## src/rtl/dq_pkg.sv

```systemverilog
package dq_pkg;

  typedef enum logic [2:0] {
    OP_WRITE  = 3'd0,
    OP_READ   = 3'd1,
    OP_DEQ_EQ = 3'd2,
    OP_DEQ_NE = 3'd3,
    OP_APPEND = 3'd4,
    OP_REARM  = 3'd5,
    OP_COUNT  = 3'd6,
    OP_RXINIT = 3'd7
  } dq_op_e;

  localparam logic [1:0] OWN_SW = 2'd0;
  localparam logic [1:0] OWN_HW = 2'd1;
  localparam logic [1:0] OWN_SP = 2'd2;

  localparam logic [15:0] RX_TOTAL_LEN = 16'd320;

  typedef struct packed {
    logic [15:0] status;
    logic [15:0] ctrl;
    logic [15:0] dsize;
    logic [15:0] tlen;
  } dq_hdr_t;

  localparam int HDR_W = $bits(dq_hdr_t);

endpackage

```

## src/rtl/dq_desc_ram.sv

```systemverilog
module dq_desc_ram #(
  parameter int DEPTH = 32,
  parameter int AW    = 5,
  parameter int W     = 74
) (
  input  logic          clk,
  input  logic          we,
  input  logic [AW-1:0] addr,
  input  logic [W-1:0]  wdata,
  output logic [W-1:0]  rdata
);

  logic [W-1:0] mem [DEPTH];

  // single port, read-first, registered read: maps onto block RAM
  always_ff @(posedge clk) begin
    if (we) mem[addr] <= wdata;
    rdata <= mem[addr];
  end

endmodule

```

## src/rtl/dq_own_gate.sv

```systemverilog
module dq_own_gate
  import dq_pkg::*;
(
  input  logic       clk,
  input  logic       rst,
  input  logic [1:0] own,
  input  logic [1:0] want,
  input  logic       invert,
  output logic       take
);

  always_comb begin
    if (invert) take = (own != want);
    else        take = (own == want);
  end

  // a software request in mismatch mode must release a hardware-owned head
  p_sw_takes_hw_r4: assert property (@(posedge clk) disable iff (rst)
    (invert && want == OWN_SW && own == OWN_HW) |-> take);

  // match mode never takes a head whose code differs from the request
  p_match_only_equal_r3: assert property (@(posedge clk) disable iff (rst)
    (!invert && take) |-> (own == want));

endmodule

```

## src/rtl/dq_queue_mgr.sv

```systemverilog
module dq_queue_mgr
  import dq_pkg::*;
#(
  parameter int DEPTH    = 32,
  parameter int IW       = $clog2(DEPTH),
  parameter int CW       = $clog2(DEPTH + 1),
  parameter int TERM_IDX = 0
) (
  input  logic          clk,
  input  logic          rst,
  input  logic          cmd_valid,
  output logic          cmd_ready,
  input  logic [2:0]    cmd_op,
  input  logic [IW-1:0] cmd_idx,
  input  logic [IW-1:0] cmd_idx2,
  input  logic [1:0]    cmd_own,
  input  logic [15:0]   cmd_status,
  input  logic [15:0]   cmd_ctrl,
  input  logic [15:0]   cmd_dsize,
  input  logic [15:0]   cmd_tlen,
  input  logic [IW-1:0] cmd_last,
  input  logic [IW-1:0] cmd_next,
  output logic          rsp_valid,
  output logic          rsp_found,
  output logic [IW-1:0] rsp_idx,
  output logic [CW-1:0] rsp_count,
  output logic [15:0]   rsp_status,
  output logic [15:0]   rsp_ctrl,
  output logic [15:0]   rsp_dsize,
  output logic [15:0]   rsp_tlen,
  output logic [IW-1:0] rsp_last,
  output logic [IW-1:0] rsp_next,
  output logic          q_empty
);

  localparam int W = HDR_W + 2 * IW;
  localparam logic [IW-1:0] TERM = IW'(TERM_IDX);
  localparam logic [CW-1:0] CMAX = CW'(DEPTH);

  typedef enum logic [4:0] {
    S_IDLE, S_FIN, S_WR, S_RD, S_RDD,
    S_DQ_H, S_DQ_HD, S_DQ_L, S_DQ_LD,
    S_AP_R, S_AP_RD, S_AP_T, S_AP_TD,
    S_RA_R, S_RA_W, S_RX_R, S_RX_W,
    S_CN, S_CND
  } st_e;

  st_e           state;
  dq_op_e        c_op;
  logic [IW-1:0] c_idx, c_idx2, c_last, c_next;
  logic [1:0]    c_own;
  dq_hdr_t       c_hdr;
  logic [IW-1:0] head, tail, walk, lastsave;
  logic [CW-1:0] cnt;

  logic          ram_we;
  logic [IW-1:0] ram_addr;
  logic [W-1:0]  ram_wdata, ram_rdata;
  dq_hdr_t       rd_hdr, hdr_mod;
  logic [IW-1:0] rd_last, rd_next;
  logic          take;
  logic          accept;

  assign cmd_ready = (state == S_IDLE);
  assign accept    = cmd_valid && cmd_ready;
  assign q_empty   = (head == TERM);

  assign rd_hdr  = ram_rdata[W-1 -: HDR_W];
  assign rd_last = ram_rdata[2*IW-1 -: IW];
  assign rd_next = ram_rdata[IW-1:0];

  dq_desc_ram #(.DEPTH(DEPTH), .AW(IW), .W(W)) u_ram (
    .clk   (clk),
    .we    (ram_we),
    .addr  (ram_addr),
    .wdata (ram_wdata),
    .rdata (ram_rdata)
  );

  dq_own_gate u_gate (
    .clk    (clk),
    .rst    (rst),
    .own    (rd_hdr.status[1:0]),
    .want   (c_own),
    .invert (c_op == OP_DEQ_NE),
    .take   (take)
  );

  // RAM port steering: one access per cycle, read-modify-write in two steps
  always_comb begin
    ram_we    = 1'b0;
    ram_addr  = c_idx;
    hdr_mod   = rd_hdr;
    ram_wdata = {rd_hdr, rd_last, rd_next};
    case (state)
      S_WR: begin
        ram_we    = 1'b1;
        ram_wdata = {c_hdr, c_last, c_next};
      end
      S_DQ_H:  ram_addr = walk;
      S_DQ_L:  ram_addr = lastsave;
      S_AP_R:  ram_addr = c_idx2;
      S_AP_RD: begin
        ram_we    = 1'b1;
        ram_addr  = c_idx2;
        ram_wdata = {rd_hdr, rd_last, TERM};
      end
      S_AP_T:  ram_addr = tail;
      S_AP_TD: begin
        ram_we    = 1'b1;
        ram_addr  = tail;
        ram_wdata = {rd_hdr, rd_last, c_idx};
      end
      S_RA_W: begin
        ram_we             = 1'b1;
        hdr_mod.status[1:0] = OWN_HW;
        ram_wdata          = {hdr_mod, rd_last, rd_next};
      end
      S_RX_W: begin
        ram_we         = 1'b1;
        hdr_mod.status = {14'd0, OWN_HW};
        hdr_mod.tlen   = RX_TOTAL_LEN;
        ram_wdata      = {hdr_mod, c_idx, rd_next};
      end
      S_CN:    ram_addr = walk;
      default: ;
    endcase
  end

  always_ff @(posedge clk) begin
    if (rst) begin
      state      <= S_IDLE;
      c_op       <= OP_WRITE;
      c_idx      <= '0;
      c_idx2     <= '0;
      c_last     <= '0;
      c_next     <= '0;
      c_own      <= OWN_SW;
      c_hdr      <= '0;
      head       <= TERM;
      tail       <= TERM;
      walk       <= TERM;
      lastsave   <= '0;
      cnt        <= '0;
      rsp_valid  <= 1'b0;
      rsp_found  <= 1'b0;
      rsp_idx    <= '0;
      rsp_count  <= '0;
      rsp_status <= '0;
      rsp_ctrl   <= '0;
      rsp_dsize  <= '0;
      rsp_tlen   <= '0;
      rsp_last   <= '0;
      rsp_next   <= '0;
    end else begin
      rsp_valid <= 1'b0;
      case (state)
        S_IDLE: if (accept) begin
          c_op      <= dq_op_e'(cmd_op);
          c_idx     <= cmd_idx;
          c_idx2    <= cmd_idx2;
          c_own     <= cmd_own;
          c_hdr     <= '{status: cmd_status, ctrl: cmd_ctrl,
                         dsize: cmd_dsize, tlen: cmd_tlen};
          c_last    <= cmd_last;
          c_next    <= cmd_next;
          rsp_found <= 1'b0;
          walk      <= head;
          cnt       <= '0;
          case (dq_op_e'(cmd_op))
            OP_WRITE:  state <= S_WR;
            OP_READ:   state <= S_RD;
            OP_DEQ_EQ,
            OP_DEQ_NE: state <= (head == TERM) ? S_FIN : S_DQ_H;
            OP_APPEND: state <= S_AP_R;
            OP_REARM:  state <= S_RA_R;
            OP_COUNT:  state <= S_CN;
            default:   state <= S_RX_R;
          endcase
        end
        S_FIN: begin
          rsp_valid <= 1'b1;
          state     <= S_IDLE;
        end
        S_WR: begin
          rsp_valid <= 1'b1;
          state     <= S_IDLE;
        end
        S_RD:  state <= S_RDD;
        S_RDD: begin
          rsp_status <= rd_hdr.status;
          rsp_ctrl   <= rd_hdr.ctrl;
          rsp_dsize  <= rd_hdr.dsize;
          rsp_tlen   <= rd_hdr.tlen;
          rsp_last   <= rd_last;
          rsp_next   <= rd_next;
          rsp_valid  <= 1'b1;
          state      <= S_IDLE;
        end
        S_DQ_H:  state <= S_DQ_HD;
        S_DQ_HD: begin
          if (take) begin
            lastsave <= rd_last;
            state    <= S_DQ_L;
          end else begin
            rsp_valid <= 1'b1;
            state     <= S_IDLE;
          end
        end
        S_DQ_L:  state <= S_DQ_LD;
        S_DQ_LD: begin
          head      <= rd_next;
          rsp_found <= 1'b1;
          rsp_idx   <= walk;
          rsp_valid <= 1'b1;
          state     <= S_IDLE;
        end
        S_AP_R:  state <= S_AP_RD;
        S_AP_RD: begin
          if (head == TERM) begin
            head      <= c_idx;
            tail      <= c_idx2;
            rsp_valid <= 1'b1;
            state     <= S_IDLE;
          end else begin
            state <= S_AP_T;
          end
        end
        S_AP_T:  state <= S_AP_TD;
        S_AP_TD: begin
          tail      <= c_idx2;
          rsp_valid <= 1'b1;
          state     <= S_IDLE;
        end
        S_RA_R: state <= S_RA_W;
        S_RX_R: state <= S_RX_W;
        S_RA_W, S_RX_W: begin
          rsp_valid <= 1'b1;
          state     <= S_IDLE;
        end
        S_CN: begin
          if (walk == TERM || cnt == CMAX) begin
            rsp_count <= cnt;
            rsp_valid <= 1'b1;
            state     <= S_IDLE;
          end else begin
            state <= S_CND;
          end
        end
        S_CND: begin
          cnt   <= cnt + 1'b1;
          walk  <= rd_next;
          state <= S_CN;
        end
        default: state <= S_IDLE;
      endcase
    end
  end

  // ---------------- assertions ----------------
  logic pend;
  always_ff @(posedge clk) begin
    if (rst) pend <= 1'b0;
    else if (accept) pend <= 1'b1;
    else if (rsp_valid) pend <= 1'b0;
  end

  p_busy_after_accept_r10: assert property (@(posedge clk) disable iff (rst)
    accept |=> !cmd_ready);

  p_rsp_single_pulse_r10: assert property (@(posedge clk) disable iff (rst)
    rsp_valid |=> !rsp_valid);

  p_rsp_owed_r10: assert property (@(posedge clk) disable iff (rst)
    rsp_valid |-> pend);

  p_empty_deq_none_r5: assert property (@(posedge clk) disable iff (rst)
    (accept && (cmd_op == OP_DEQ_EQ || cmd_op == OP_DEQ_NE) && q_empty)
      |-> ##2 (rsp_valid && !rsp_found));

  p_append_fills_r6: assert property (@(posedge clk) disable iff (rst)
    (rsp_valid && c_op == OP_APPEND) |-> !q_empty);

  p_count_cap_r8: assert property (@(posedge clk) disable iff (rst)
    rsp_valid |-> (rsp_count <= CMAX));

  p_found_head_moves_r3: assert property (@(posedge clk) disable iff (rst)
    (rsp_valid && rsp_found) |-> (head != rsp_idx));

endmodule

```

## config.mk

```make
export PLATFORM = sky130hd
export DESIGN_NAME = dq_queue_mgr
export DESIGN_NICKNAME = d
export VERILOG_FILES = /design/src/rtl/dq_pkg.sv /design/src/rtl/dq_desc_ram.sv /design/src/rtl/dq_own_gate.sv /design/src/rtl/dq_queue_mgr.sv
export SDC_FILE = /design/constraint.sdc
export NUM_CORES = 2
export LEC_CHECK = 0
export BUFFER_PORTS_ARGS = -buffer_cell sky130_fd_sc_hd__buf_2
export CAP_MARGIN = 20
export CELL_PAD_IN_SITES_DETAIL_PLACEMENT = 1
export CELL_PAD_IN_SITES_GLOBAL_PLACEMENT = 2
export CORE_MARGIN = 5
export CORE_UTILIZATION = 45
export DETAILED_ROUTE_END_ITERATION = 16
export PLACE_DENSITY_LB_ADDON = 0.1
export SLEW_MARGIN = 20
export SYNTH_ARGS = -nofsm -noshare
export SYNTH_HDL_FRONTEND = slang
export SYNTH_SLANG_ARGS = --single-unit
```

## constraint.sdc

```tcl
create_clock -name clk -period 6.94 [get_ports clk]
set_input_delay 0.347 -clock clk [delete_from_list [all_inputs] [get_ports clk]]
set_output_delay 0.347 -clock clk [all_outputs]
set_load 0.05 [all_outputs]
```

==> impl_metrics.ini <==
[global_route]
grt_usage_pct = 27.6
grt_pass1_wl_mm = 480
grt_pass1_vias = 67700
grt_max_degree = 193
grt_overflow = 0
antenna_found_initial = 9

[die]
ioPinCount = 181
die_area_sq_um = 236000
rows = 174
dieWidth_um = 485
fp.dieH_um = 485
core_area_sq_um = 225000
start_util_pct = 45.2

[final_layout]
multi_input_area_sq_um = 22900
final_cell_mix = edfxtp_1 (2368), nand2_1 (1484), a21oi_1 (1366)
layout-drive-gt1-share_pct = 10.5
final_nets = 7718
fillCellCount = 21900
syn2layout_area_growth_pct = 14.2
seqCellArea_sq_um = 76700
layout_commonest_cell = edfxtp_1

[route]
wl_mm = 334
first_pass_iters = 5
drt-initial-drc-count = 6890
drtAntennaViolNets = 0
wire_per_inst_um = 30.8
drt-vias-per-instance = 6.11
drc = 0
vias = 66300

[logic_synthesis]
syn-num-nets = 7527
ys_types = 65
ys.warnings.count = 0
syn_area_per_cell_sq_um = 13.7
synth-edff-count = 2368
netlist_area_sq_um = 102000
ys_ff_latch = 2649
synthFlopType = edfxtp_1
synthCells = 7433
async_flop_share_pct = 0
seq_area_frac_synth_pct = 75.5

[min_path]
min_path_type = primary input to register

[clock_network]
cts-root-buf = clkbuf_16
numCtsBuffers = 298
clock_sinks = 2649
cts_tree = yes
htree_levels = 5
ctsResizeCount = 0
clock_latency_ns = 0.92
cts.clk_slew.worst_paths_ns = 0.06
clk_path_buf_depth = 4
postCtsSetupBuffers = 0

[pwr]
p_leak_nw = 40.8
irDropWorstVdd_mv = 0.329
totalPowerFinal_w = 0.0480
powerDensity_nw_per_um2 = 413

[sta]
maxClockFrequency_mhz = 190
skew_ns = 0.0370
finalHoldViolCount = 0
rsz0062_at_grt = false
slew_headroom_pct = 25.0
fin_setup_tns_ns = 0
setup_viol = 0
drv_slew = 0
finalCritPeriodShare_pct = 75.7
min_period_ns = 5.25
fin_ws_ns = 1.69
worst_slew_pin_slew_ns = 1.12

[placement]
routabilityCongestion = 0.782
pre_cts_ws_ns = 1.82
place_hpwl_mm = 165
port_buffers = 180

[setup_path]
critPathLaunch = state[4]
endpoint = u_ram.mem[3][25]
reg2reg_slack_ns = 1.69
timing.rr.start = state[4]
slowest_delay_ns = 0.95
crit_slowest_cell = dfxtp_1
crit_chain = nand4bb_1 -> a21oi_1 -> or2_1 -> mux2i_1 -> nand3_1 -> nor2_4 -> buf_4
setup.worst_path.class = register to register
start_kind = register
cp.required_ns = 7.54
critPathArrivalTime_ns = 5.85
rr_endpoint = u_ram.mem[3][25]
reg2reg_depth = 7
crit_fanout = 22
end_kind = register

[flow_run]
drv_cap = 0

[status]
run_status = completed
report_power, final:
part / switching, W / total, W / internal, W / leakage (nW)
clock network: 0.00618 / 0.0148 / 0.00867 / 4.38
logic: 0.00904 / 0.0119 / 0.00287 / 12.7
registers: 0.000607 / 0.0213 / 0.0207 / 23.7
cell usage after synthesis, drive strengths merged, types with 3 or more instances:
cell type | count | area share [%]
a311oi | 12 | 0.10
clkbuf | 295 | 1.1
nand4 | 8 | 0.049
o211ai | 5 | 0.037
a222oi | 10 | 0.098
dfxtp | 281 | 5.5
a21oi | 1367 | 6.7
nand3 | 106 | 0.52
nor3b | 8 | 0.080
mux2i | 20 | 0.21
a31oi | 3 | 0.018
edfxtp | 2368 | 70
or3 | 3 | 0.018
nor2 | 89 | 0.33
a21boi | 72 | 0.53
nand4bb | 3 | 0.033
nand2 | 1487 | 5.5
xnor2 | 6 | 0.052
a21o | 4 | 0.030
nand2b | 8 | 0.052
a22o | 108 | 0.93
buf | 252 | 1.3
nor2b | 7 | 0.043
and2 | 4 | 0.025
nor3 | 9 | 0.044
a211oi | 149 | 1.1
o22ai | 7 | 0.043
or2 | 4 | 0.025
o21ai | 12 | 0.059
nor4 | 4 | 0.031
inv | 14 | 0.052
a22oi | 655 | 4.8
mux2 | 35 | 0.39
worst min-delay path by stage:
stage,slack (ns),to,start,cells past startpoint
2_1_floorplan,0.43,rsp_tlen[6],u_ram.rdata[16],2
3_3_place_gp,0.44,rsp_tlen[1],rsp_tlen[1],2
3_5_place_dp,0.45,rsp_tlen[1],rsp_tlen[1],2
4_1_cts,0.13,c_hdr[2],cmd_tlen[2],4
5_1_grt,0.19,c_hdr[2],cmd_tlen[2],4
6_report,0.21,c_hdr[2],cmd_tlen[2],4
registers in the layout (all words and copies together) (netlist names), 16 cells and up:
signal and count:
rsp_ctrl 16, rsp_dsize 16, rsp_tlen 16, c_hdr 64
rsp_status 16, u_ram.rdata 74, u_ram.mem 2368
layout make-up:
| class | count | area share (%) |
|---|---|---|
| sequential | 2649 | 66.1 |
| multi-input combinational | 4223 | 19.7 |
| clock buffer | 414 | 7.04 |
| timing repair buffer | 438 | 3.27 |
| tap | 2992 | 3.22 |
| clock inverter | 101 | 0.682 |
| inverter | 14 | 0.0452 |
| antenna | 4 | 0.00862 |
worst max-delay path: cells and delay by family, from the launching register on:
| family | cells | cell delay, ns |
|---|---|---|
| AO/OA/AOI/OAI | 1 | 0.27 |
| buffers and inverters | 1 | 0.42 |
| flip-flops | 1 | 0.95 |
| multiplexers | 1 | 0.87 |
| AND/OR/NAND/NOR | 4 | 2.41 |
metrics by stage:
stage / hold slack (ns) / instances / util [%] / instance area [sq um]
2_1_floorplan: 0.427 / 7433 / - / 102000
3_3_place_gp: 0.439 / 10200 / 47.2 / 106000
3_5_place_dp: 0.446 / 10200 / 47.2 / 106000
4_1_cts: 0.127 / 10800 / 51.6 / 116000
5_1_grt: 0.189 / 10800 / 51.7 / 116000
6_report: 0.214 / 10800 / 51.7 / 116000
metal layers:
metal / share of wire, % / global-route usage [%]
met2: 49 / 45.9
met3: 5.8 / 3.47
met4: 2.3 / 6.80
met5: 0.0033 / 0
met1: 43 / 38.8
timing repair:
item / CTS / global route
endpoints found under the hold margin: 116 / 0
hold buffers: 106 / 0
endpoints found under the setup margin: 0 / 0
logic make-up after synthesis:
family	synth area share (%)
AOI/OAI and AO/OA	14.6
xor gates and xnor gates	0.0689
adders and majority gates	0.0246
buffers and inverters	2.40
DFF	75.5
muxes	0.604
and+or+nand+nor	6.78
Power figures use the tool's default switching activity.
